[src/rtl/serial_rx_pkg.sv]
// Package: shared types for the serial frame receiver.
// Assumes nothing beyond IEEE 1800-2017 enums.
package serial_rx_pkg;
    // Receive sequencer phases, in frame order.
    typedef enum logic [2:0] {
        PH_IDLE   = 3'd0,
        PH_START  = 3'd1,
        PH_DATA   = 3'd2,
        PH_PARITY = 3'd3,
        PH_STOP   = 3'd4
    } rx_phase_e;
endpackage

[src/rtl/rx_line_sync.sv]
// Module: rx_line_sync
// Brings the asynchronous serial line into the clock domain through a
// chain of STAGES flops. Assumes STAGES >= 2; the chain resets to the
// idle (high) line level.
module rx_line_sync #(
    parameter int STAGES = 2
) (
    input  logic clk,
    input  logic rst_n,
    input  logic line_async,
    output logic line_sync
);
    logic [STAGES-1:0] chain;

    // Shift the line through the synchroniser chain.
    always_ff @(posedge clk) begin
        if (!rst_n) chain <= '1;
        else        chain <= {chain[STAGES-2:0], line_async};
    end

    assign line_sync = chain[STAGES-1];
endmodule

[src/rtl/rx_frame_engine.sv]
// Module: rx_frame_engine
// Walks one frame: confirms the start bit at its middle, samples every
// later bit at the end of an OVS-tick window, assembles data LSB first,
// and emits one-cycle registered strobes when the payload (data plus any
// parity) and the stop bit have been captured. Assumes width/parity
// settings are stable for the duration of a frame.
module rx_frame_engine
    import serial_rx_pkg::*;
#(
    parameter int OVS  = 16,
    parameter int DMAX = 8
) (
    input  logic            clk,
    input  logic            rst_n,
    input  logic            tick,
    input  logic            line,
    input  logic            wide,
    input  logic            par_on,
    input  logic            par_odd,
    output logic [DMAX-1:0] word,
    output logic            par_bad,
    output logic            stop_good,
    output logic            payload_stb,
    output logic            stop_stb
);
    localparam int CW = $clog2(OVS);
    localparam int IW = $clog2(DMAX);
    localparam logic [CW-1:0] MID_TICK  = CW'(OVS / 2 - 1);
    localparam logic [CW-1:0] LAST_TICK = CW'(OVS - 1);

    rx_phase_e    ph;
    logic [CW-1:0] cnt;
    logic [IW-1:0] idx;
    logic          par_bit;
    logic [IW-1:0] last_idx;

    // Index of the final data bit for the selected width.
    assign last_idx = wide ? IW'(DMAX - 1) : IW'(DMAX - 2);

    // Parity check over held data and captured parity bit.
    assign par_bad = par_on && ((^word ^ par_bit) != par_odd);

    // Frame sequencer with bit counter, shift assembly and strobes.
    always_ff @(posedge clk) begin
        if (!rst_n) begin
            ph          <= PH_IDLE;
            cnt         <= '0;
            idx         <= '0;
            word        <= '0;
            par_bit     <= 1'b0;
            stop_good   <= 1'b1;
            payload_stb <= 1'b0;
            stop_stb    <= 1'b0;
        end else begin
            payload_stb <= 1'b0;
            stop_stb    <= 1'b0;
            unique case (ph)
                PH_IDLE: begin
                    if (tick && !line) begin
                        ph  <= PH_START;
                        cnt <= '0;
                    end
                end
                PH_START: begin
                    if (tick) begin
                        if (cnt == MID_TICK) begin
                            if (!line) begin
                                ph   <= PH_DATA;
                                cnt  <= '0;
                                idx  <= '0;
                                word <= '0;
                            end else begin
                                ph <= PH_IDLE;
                            end
                        end else begin
                            cnt <= cnt + 1'b1;
                        end
                    end
                end
                PH_DATA: begin
                    if (tick) begin
                        if (cnt == LAST_TICK) begin
                            cnt       <= '0;
                            word[idx] <= line;
                            if (idx == last_idx) begin
                                if (par_on) begin
                                    ph <= PH_PARITY;
                                end else begin
                                    ph          <= PH_STOP;
                                    payload_stb <= 1'b1;
                                end
                            end else begin
                                idx <= idx + 1'b1;
                            end
                        end else begin
                            cnt <= cnt + 1'b1;
                        end
                    end
                end
                PH_PARITY: begin
                    if (tick) begin
                        if (cnt == LAST_TICK) begin
                            cnt         <= '0;
                            par_bit     <= line;
                            payload_stb <= 1'b1;
                            ph          <= PH_STOP;
                        end else begin
                            cnt <= cnt + 1'b1;
                        end
                    end
                end
                PH_STOP: begin
                    if (tick) begin
                        if (cnt == LAST_TICK) begin
                            cnt       <= '0;
                            stop_good <= line;
                            stop_stb  <= 1'b1;
                            ph        <= PH_IDLE;
                        end else begin
                            cnt <= cnt + 1'b1;
                        end
                    end
                end
                default: ph <= PH_IDLE;
            endcase
        end
    end

    // A start low that has gone high by mid-bit is dropped.
    assert_false_start_R1: assert property (@(posedge clk) disable iff (!rst_n)
        (ph == PH_START && tick && cnt == MID_TICK && line) |=> (ph == PH_IDLE));

    // The two strobes never coincide; the payload always precedes the stop.
    assert_strobes_apart_R9: assert property (@(posedge clk) disable iff (!rst_n)
        !(payload_stb && stop_stb));

    // After the payload strobe the sequencer is waiting for the stop bit.
    assert_payload_then_stop_R2: assert property (@(posedge clk) disable iff (!rst_n)
        payload_stb |-> (ph == PH_STOP));

    // Seven-bit frames leave the top data bit clear.
    assert_top_bit_clear_R3: assert property (@(posedge clk) disable iff (!rst_n)
        (ph == PH_STOP && !wide) |-> !word[DMAX-1]);
endmodule

[src/rtl/rx_hold_status.sv]
// Module: rx_hold_status
// Hold register and the four status flags. LEGACY picks whether the load
// happens on the payload strobe or on the stop strobe. A host read
// (both strobes low) clears every flag; a load that meets an unread byte
// only raises the overrun flag. Assumes strobes are single-cycle.
module rx_hold_status #(
    parameter bit LEGACY = 1'b0,
    parameter int DMAX   = 8
) (
    input  logic            clk,
    input  logic            rst_n,
    input  logic            rd_oe_n,
    input  logic            rd_cs_n,
    input  logic [DMAX-1:0] word,
    input  logic            par_bad,
    input  logic            stop_good,
    input  logic            payload_stb,
    input  logic            stop_stb,
    output logic [DMAX-1:0] out_byte,
    output logic            ready,
    output logic            par_flag,
    output logic            ovf_flag,
    output logic            frm_flag
);
    logic rd;
    logic busy;
    logic load;
    logic frm_late;

    assign rd   = !rd_oe_n && !rd_cs_n;
    assign busy = ready && !rd;

    generate
        if (LEGACY) begin : g_early
            logic took;

            // Load as soon as the payload is in.
            assign load = payload_stb;

            // Remember whether the current frame reached the hold register.
            always_ff @(posedge clk) begin
                if (!rst_n)    took <= 1'b0;
                else if (load) took <= !busy;
            end

            // Stop-bit failure of an accepted frame is reported late.
            assign frm_late = stop_stb && took && !stop_good;
        end else begin : g_late
            // Load once the stop bit is in.
            assign load     = stop_stb;
            assign frm_late = 1'b0;
        end
    endgenerate

    // Hold register and flag update: load, overrun or read clear.
    always_ff @(posedge clk) begin
        if (!rst_n) begin
            out_byte <= '0;
            ready    <= 1'b0;
            par_flag <= 1'b0;
            ovf_flag <= 1'b0;
            frm_flag <= 1'b0;
        end else begin
            if (load) begin
                if (busy) begin
                    ovf_flag <= 1'b1;
                end else begin
                    out_byte <= word;
                    ready    <= 1'b1;
                    par_flag <= par_bad;
                    ovf_flag <= 1'b0;
                    frm_flag <= LEGACY ? 1'b0 : !stop_good;
                end
            end else if (rd) begin
                ready    <= 1'b0;
                par_flag <= 1'b0;
                ovf_flag <= 1'b0;
                frm_flag <= 1'b0;
            end
            if (frm_late) frm_flag <= 1'b1;
        end
    end

    // Unread byte stays flagged until a read.
    assert_ready_held_R6: assert property (@(posedge clk) disable iff (!rst_n)
        (ready && !rd) |=> ready);

    // Read without a load clears ready, parity and overrun.
    assert_read_clears_R6: assert property (@(posedge clk) disable iff (!rst_n)
        (rd && !load) |=> (!ready && !par_flag && !ovf_flag));

    // Overrun keeps the older byte.
    assert_no_overwrite_R7: assert property (@(posedge clk) disable iff (!rst_n)
        (load && ready && !rd) |=> ($stable(out_byte) && ovf_flag));

    // Read meeting a load accepts the new frame.
    assert_collision_accepts_R8: assert property (@(posedge clk) disable iff (!rst_n)
        (load && rd) |=> (ready && !ovf_flag));

    // Default build: frame fault only appears with a held byte.
    assert_frame_with_ready_R5: assert property (@(posedge clk) disable iff (!rst_n)
        (!LEGACY && $rose(frm_flag)) |-> ready);

    // Strobes arrive one at a time.
    assert_single_strobe_R9: assert property (@(posedge clk) disable iff (!rst_n)
        payload_stb |-> !stop_stb);
endmodule

[src/rtl/serial_rx_unit.sv]
// Module: serial_rx_unit (top)
// Serial frame receiver: synchroniser, frame engine and hold/status
// register. Assumes os_tick pulses OVS times per bit period and that the
// mode inputs only change while the line is idle.
module serial_rx_unit #(
    parameter bit LEGACY_READY = 1'b0,
    parameter int OVS          = 16,
    parameter int SYNC_STAGES  = 2,
    parameter int DATA_MAX     = 8
) (
    input  logic                clk,
    input  logic                rst_n,
    input  logic                os_tick,
    input  logic                rx_in,
    input  logic                width8,
    input  logic                par_on,
    input  logic                par_odd,
    input  logic                rd_oe_n,
    input  logic                rd_cs_n,
    output logic [DATA_MAX-1:0] rx_byte,
    output logic                byte_ready,
    output logic                parity_fault,
    output logic                overrun,
    output logic                frame_fault
);
    logic                line_s;
    logic [DATA_MAX-1:0] word;
    logic                par_bad;
    logic                stop_good;
    logic                payload_stb;
    logic                stop_stb;

    rx_line_sync #(.STAGES(SYNC_STAGES)) u_sync (
        .clk        (clk),
        .rst_n      (rst_n),
        .line_async (rx_in),
        .line_sync  (line_s)
    );

    rx_frame_engine #(.OVS(OVS), .DMAX(DATA_MAX)) u_engine (
        .clk         (clk),
        .rst_n       (rst_n),
        .tick        (os_tick),
        .line        (line_s),
        .wide        (width8),
        .par_on      (par_on),
        .par_odd     (par_odd),
        .word        (word),
        .par_bad     (par_bad),
        .stop_good   (stop_good),
        .payload_stb (payload_stb),
        .stop_stb    (stop_stb)
    );

    rx_hold_status #(.LEGACY(LEGACY_READY), .DMAX(DATA_MAX)) u_hold (
        .clk         (clk),
        .rst_n       (rst_n),
        .rd_oe_n     (rd_oe_n),
        .rd_cs_n     (rd_cs_n),
        .word        (word),
        .par_bad     (par_bad),
        .stop_good   (stop_good),
        .payload_stb (payload_stb),
        .stop_stb    (stop_stb),
        .out_byte    (rx_byte),
        .ready       (byte_ready),
        .par_flag    (parity_fault),
        .ovf_flag    (overrun),
        .frm_flag    (frame_fault)
    );
endmodule

[config.mk]
export PLATFORM = sky130hd
export DESIGN_NAME = serial_rx_unit
export DESIGN_NICKNAME = d
export VERILOG_FILES = /design/src/rtl/serial_rx_pkg.sv /design/src/rtl/rx_line_sync.sv /design/src/rtl/rx_frame_engine.sv /design/src/rtl/rx_hold_status.sv /design/src/rtl/serial_rx_unit.sv
export SDC_FILE = /design/constraint.sdc
export NUM_CORES = 1
export LEC_CHECK = 0
export CAP_MARGIN = 0
export CORE_ASPECT_RATIO = 1.2
export CORE_MARGIN = 2
export CORE_UTILIZATION = 50
export CTS_CLUSTER_DIAMETER = 200
export DETAILED_ROUTE_END_ITERATION = 8
export DONT_BUFFER_PORTS = 1
export HOLD_SLACK_MARGIN = 0.05
export REMOVE_ABC_BUFFERS = 1
export SYNTH_ARGS = -nofsm -noshare
export SYNTH_HDL_FRONTEND = slang
export SYNTH_SLANG_ARGS = --single-unit
[constraint.sdc]
create_clock -name clk -period 4.1 [get_ports clk]
set_clock_uncertainty 0.15 [all_clocks]
set_input_delay 0 -clock clk [delete_from_list [all_inputs] [get_ports clk]]
set_output_delay 0 -clock clk [all_outputs]
set_load 0.02 [all_outputs]
# --- Yosys cells after proc, flatten, opt, wreduce, memory -nomap -nowiden ---
# Index checks and enable logic that the tools add are counted.
classes:
  n_reduce_logical: 25
  n_mux: 47
  order_cmp: 2
  n_bitwise: 2
  n_addsub: 2
  eq_ne: 23
ops:
  columns: ["cell", "n"]
  rows:
  - ["2-to-1 mux 3 bit", 17]
  - ["2-to-1 mux 8 bit", 5]
  - ["2-to-1 mux 4 bit", 6]
  - ["one-hot mux 8 bit (2 select lines)", 1]
  - ["one-hot mux 3 bit (5 select lines)", 1]
  - ["inequality test 2 x 1 -> 1 bit (second input constant)", 7]
  - ["inequality test 2 bit (second input constant)", 7]
  - ["2-to-1 mux 1 bit", 12]
  - ["one-hot mux 4 bit (3 select lines)", 1]
  - ["AND reduction 10 bit", 1]
  - ["AND reduction 3 bit", 3]
  - ["bitwise mux 8 bit", 1]
  - ["XOR reduction 8 bit", 1]
  - ["AND reduction 7 bit", 1]
  - ["equality test 3 x 2 -> 1 bit (second input constant)", 2]
  - ["one-hot mux 3 bit (2 select lines)", 1]
  - ["AND reduction 6 bit", 1]
  - ["logical AND 1 bit", 5]
  - ["zero test 1 bit", 5]
  - ["AND reduction 5 bit", 1]
  - ["adder 4 x 1 -> 4 bit (second input constant)", 1]
  - ["equality test 4 x 3 -> 1 bit (second input constant)", 1]
  - ["equality test 4 bit (second input constant)", 1]
  - ["< comparator 3 x 4 -> 1 bit (second input constant)", 1]
  - ["16 further kinds", 18]
word_totals:
  output_inout_bits: 12
  inputBits: 9
  register_bits: 35
  wordCells: 114

# --- Longest topological paths before layout ---
logic_depth:
  ltp_word: 8
  mapped_depth: 7
  ltp_nobuf: 6

# --- Hierarchy ---
# Synthesis repeated with hierarchy kept, for this count alone.
unflattened:
  cells_unflattened: 222
  area_unflattened_um2: 1849.3
modules_own_cells:
  columns: ["mod", "area_each_um2", "cells_per_inst", "seq_area_each_um2", "n_inst"]
  rows:
  - ["rx_frame_engine", 1328.8, 166, 440.4, 1]
  - ["rx_hold_status", 467.9, 52, 240.2, 1]
  - ["rx_line_sync", 52.6, 4, 40.0, 1]

# --- Worst setup path after synthesis ---
# No wires, ideal clock.
synth_path:
  path_kind: "reg-to-reg"
  start: "register u_engine.cnt[0]"
  end: "register u_engine.cnt[2]"
  required_ps: 3880
  path_stages_with_launch: 7
  n_path_buf: 0
  setup_ps: 70
  path_slack_ps: 2260
  period_less_slack_ps: 1840
  t_arrival_ps: 1620
  path_cell_list: "dfxtp_1 -> ha_1 -> nand2_1 -> o21a_1 -> o311ai_1 -> or4_1 -> a21oi_1"
synth_via:
  elab_chain_len: 4
  elab_cells_between_ends: 10
  classes_between: "add/sub (1); eq/ne (3); mux (5); reduce/logical (1)"
synth_rtl:
  columns: ["item", "line_no", "rtl"]
  rows:
  - ["start: declaration", "rx_frame_engine.sv:32", "logic [CW-1:0] cnt;"]
  - ["start signal: assignment", "rx_frame_engine.sv:76", "cnt <= cnt + 1'b1;"]
  - ["start signal: assignment", "rx_frame_engine.sv:96", "cnt <= cnt + 1'b1;"]
  - ["start signal: assignment", "rx_frame_engine.sv:108", "cnt <= cnt + 1'b1;"]
  - ["adder 4 x 1 -> 4 bit (tied with other cells)", null, null]
  - ["2-to-1 mux 4 bit (on tied branches)", null, null]
  - ["2-to-1 mux 4 bit (on tied branches)", "rx_frame_engine.sv:101, rx_frame_engine.sv:65", null]
  - ["one-hot mux 4 bit (3 select lines)", "rx_frame_engine.sv:57", "unique case (ph)"]
# Several ways; a longest one is shown, not always the timed one. The select of a mux whose other input is x is not followed.
# A chain may end at the register's enable or synchronous reset.

# --- Worst setup path after layout ---
layout_path:
  start: "register u_engine.idx[0]"
  end: "register u_engine.ph[0]"
layout_via:
  elab_chain_len: 3
layout_rtl:
  columns: ["item", "line_no", "rtl"]
  rows:
  - ["start: declaration", "rx_frame_engine.sv:33", "logic [IW-1:0] idx;"]
  - ["start signal: assignment", "rx_frame_engine.sv:93", "idx <= idx + 1'b1;"]
  - ["equality test 3 bit", "rx_frame_engine.sv:85", "if (idx == last_idx) begin"]
  - ["inequality test 2 x 1 -> 1 bit (no source line)", null, null]
  - ["AND reduction 10 bit (no source line)", null, null]
  - ["end signal: assignment", "rx_frame_engine.sv:87", "ph <= PH_PARITY;"]
  - ["end signal: assignment", "rx_frame_engine.sv:89", "ph <= PH_STOP;"]
  - ["end signal: assignment", "rx_frame_engine.sv:106", "ph <= PH_STOP;"]
  - ["end: declaration", "rx_frame_engine.sv:31", "rx_phase_e ph;"]
# No other way between the ends.

==> results.ini <==
[detailed_routing]
wl_per_cell_microns = 15.4
drtIter0Drc = 75
dr.pass1.iters = 4
drt.antenna.violating_nets = 0
finalWirelength_mm = 4.03
drc = 0
routed_via_density = 6.09
vias = 1595

[critical_path]
crit_type = reg2reg
crit_chain = xor2_1, nor3b_1, and3_1, a221oi_1, a311oi_1, dlygate4sd3_1
slowest_stage = dfxtp_1
critPathLaunch = u_engine.idx[0]
critPathRequiredTime_ns = 4.18
critPathTopFamily = flip-flops
cp_max_fo = 14
critPathMaxStageDelay_ns = 0.59
r2r-start = u_engine.idx[0]
end_kind = flop
r2r_slack_ns = 1.66
path_buf_inv = 1
worstPathArrival_ns = 2.52
crit_path_start_kind = flop

[grt]
first_global_vias = 1562
grt_pass1_wl_mm = 6.78
track_usage_pct = 20.8
grt_max_degree = 21
overflow = 0
grt_antenna_before_repair = 0

[placed_design]
placed_cell_area_sq_um = 1840
place.gp.congestion = 0.807
portBuffers = 0
dp_hpwl_mm = 2.78
place_inst = 247

[floorplan]
initial_utilization_pct = 51.8
core_sq_um = 3600
die_x_microns = 59.8
io_pins = 21
dieHeight_microns = 71.0
dieArea_sq_um = 4240
rows = 24

[timing]
finalHoldViolCount = 0
timing.final.crit_share_pct = 59.6
slew_viol_final = 0
holdWs_ns = 0.102
finalSetupViolCount = 0
max_freq_mhz = 409
max_slew_margin_pct = 23.1
setup_tns_ns = 0
fin_crit_ns = 2.44
tightest_slew_ns = 1.14
rsz0062_at_grt = no

[finish]
multi_input_comb_area_sq_um = 1070
antenna_cells = 0
nNetsFinal = 234
drive_gt1_share_pct = 5.83
post-route-cell-area_sq_um = 2000
fin_util_pct = 55.6
layoutNonFillerInstCount = 262
area_growth_syn_to_layout_pct = 7.30
fillers = 352
regArea_sq_um = 701

[logic_synthesis]
synth_edf_count = 0
avgSynthCellArea_sq_um = 8.38
ys_seq_elements = 35
netlist_instances = 223
synth_ff_type = dfxtp_1
synth_top_area_cell = dfxtp_1
syn_area_sq_um = 1870
yosysSeqAreaShare_pct = 37.5
synth_top_area_share_pct = 37.5
async_flop_share_pct = 0
synthTopCellsByArea = dfxtp_1 (38%), nand2_1 (6.6%), xnor2_1 (4.7%), a21oi_1 (4.0%), nand3_1 (3.8%)
yosysWarnings = 0
synthDistinctLibCells = 48

[cts]
cts_tree = yes
clkSinkCount = 35
clock_path_buffers = 2
cts_setup_buffers = 0
cts-root-buf = clkbuf_8
cts.htree.levels = 2
cts_made_buffers = 5
cts_hold_buf = 8
cts_resized = 0
clk_pin_slew_ns = 0.07
clk_latency_ns = 0.29

[power_and_ir_drop]
peakVddDrop_v = 0.000195
seqPwrFrac_pct = 55.0
p_leak_nw = 0.678
sw_frac_of_total_pct = 22.5
p_int_w = 0.000485
comb_power_share_pct = 4.5
switching_power_w = 0.000140
p_per_area_nw_per_um2 = 312
power_frac_clock_pct = 40.5

[worst_hold_path]
hold_path.class = in2reg
hp-start = os_tick

[run]
drv_cap = 0

[run_status]
status = completed

sequential cells by signal, summed over array words and instances (netlist names):
| register | count |
|---|---|
| u_engine.ph | 3 |
| u_engine.cnt | 4 |
| u_engine.stop_good | 1 |
| u_hold.out_byte | 8 |
| u_hold.par_flag | 1 |
| u_hold.ready | 1 |
| u_engine.word | 8 |
| u_hold.ovf_flag | 1 |
| u_engine.idx | 3 |
| u_sync.chain | 2 |
| u_engine.stop_stb | 1 |
| u_hold.frm_flag | 1 |
| u_engine.par_bit | 1 |
final timing paths:
path                       to  cells past startpoint
max            u_engine.ph[0]                      6
min          u_engine.word[5]                      3
max reg2reg    u_engine.ph[0]                      6
min reg2reg   u_sync.chain[1]                      1
power by group through the flow:
stage	Combinational [W]	Sequential [W]	Clock (W)
detailed placement	0.0000190	0.000351	0
global placement	0.0000185	0.000351	0
finish	0.0000284	0.000344	0.000253
floorplan	0.0000155	0.000351	0
global route	0.0000310	0.000344	0.000279
CTS	0.0000281	0.000344	0.000259
worst register-to-register path, cell delays in order (launching register included):
cell	delay (ns)
dfxtp_1	0.59
xor2_1	0.20
nor3b_1	0.38
and3_1	0.21
a221oi_1	0.07
a311oi_1	0.22
dlygate4sd3_1	0.58
cell type report:
cell class / instances / area share [%]
flip-flops and latches: 35 / 35.0
clock buffers: 6 / 4.12
clock inverters: 1 / 0.250
multi-input cells: 168 / 53.3
well taps: 39 / 2.43
repair buffers: 8 / 4.00
inverters: 5 / 0.936
logic make-up (layout without fill, tap and decap cells):
logic type / count (synthesis) / count (layout) / share of synthesized area (%)
AND/OR/NAND/NOR: 95 / 95 / 25.7
AO/OA/AOI/OAI: 53 / 53 / 21.4
flip-flops: 35 / 35 / 37.5
buffers and inverters: 20 / 20 / 5.29
XOR/XNOR: 13 / 13 / 6.10
multiplexers: 5 / 5 / 2.68
adder cells (fa/ha/maj): 2 / 2 / 1.34
Yosys cell counts (5+ instances only):
cell type  number
dfxtp_1        35
nand2_1        33
nor2_1         17
a21oi_1        15
nand3_1        14
xnor2_1        10
clkbuf_1        8
a32o_1          6
nor2b_1         6
o21ai_0         6
inv_1           5
mux2i_1         5
nand2b_1        5
cell usage in the layout, fill, tap and decap left out, types with 2 or more instances in the layout:
master,Yosys,routed
o21ai_1,4,4
nand4_1,4,4
o21a_1,4,4
nand2_1,33,33
ha_1,2,2
clkbuf_8,0,6
a32o_1,6,6
nor2b_1,6,6
nor3_1,2,2
xor2_1,3,3
o32ai_1,2,2
a21oi_1,15,15
dlygate4sd3_1,0,8
nor3b_1,2,2
o22ai_1,2,2
nand3_1,14,14
dfxtp_1,35,35
and3_1,2,2
o311a_1,3,3
xnor2_1,10,10
mux2i_1,5,5
inv_1,5,5
nor2_1,17,17
o21ai_0,6,6
nand2b_1,5,5
layer usage:
metal	global-route usage (%)	wire [microns]
met3	6.76	271
met5	0	0
met2	35.9	2040
met1	23.1	1670
met4	7.65	46
through the flow:
step / power [W] / worst slack, ns
final: 0.000625 / 1.66
after detailed placement: 0.000370 / 1.85
after global placement: 0.000370 / 1.95
after CTS: 0.000631 / 1.69
after global routing: 0.000653 / 1.52
after floorplan: 0.000366 / 2.12
Note: power is estimated with default switching activity, not from simulation.
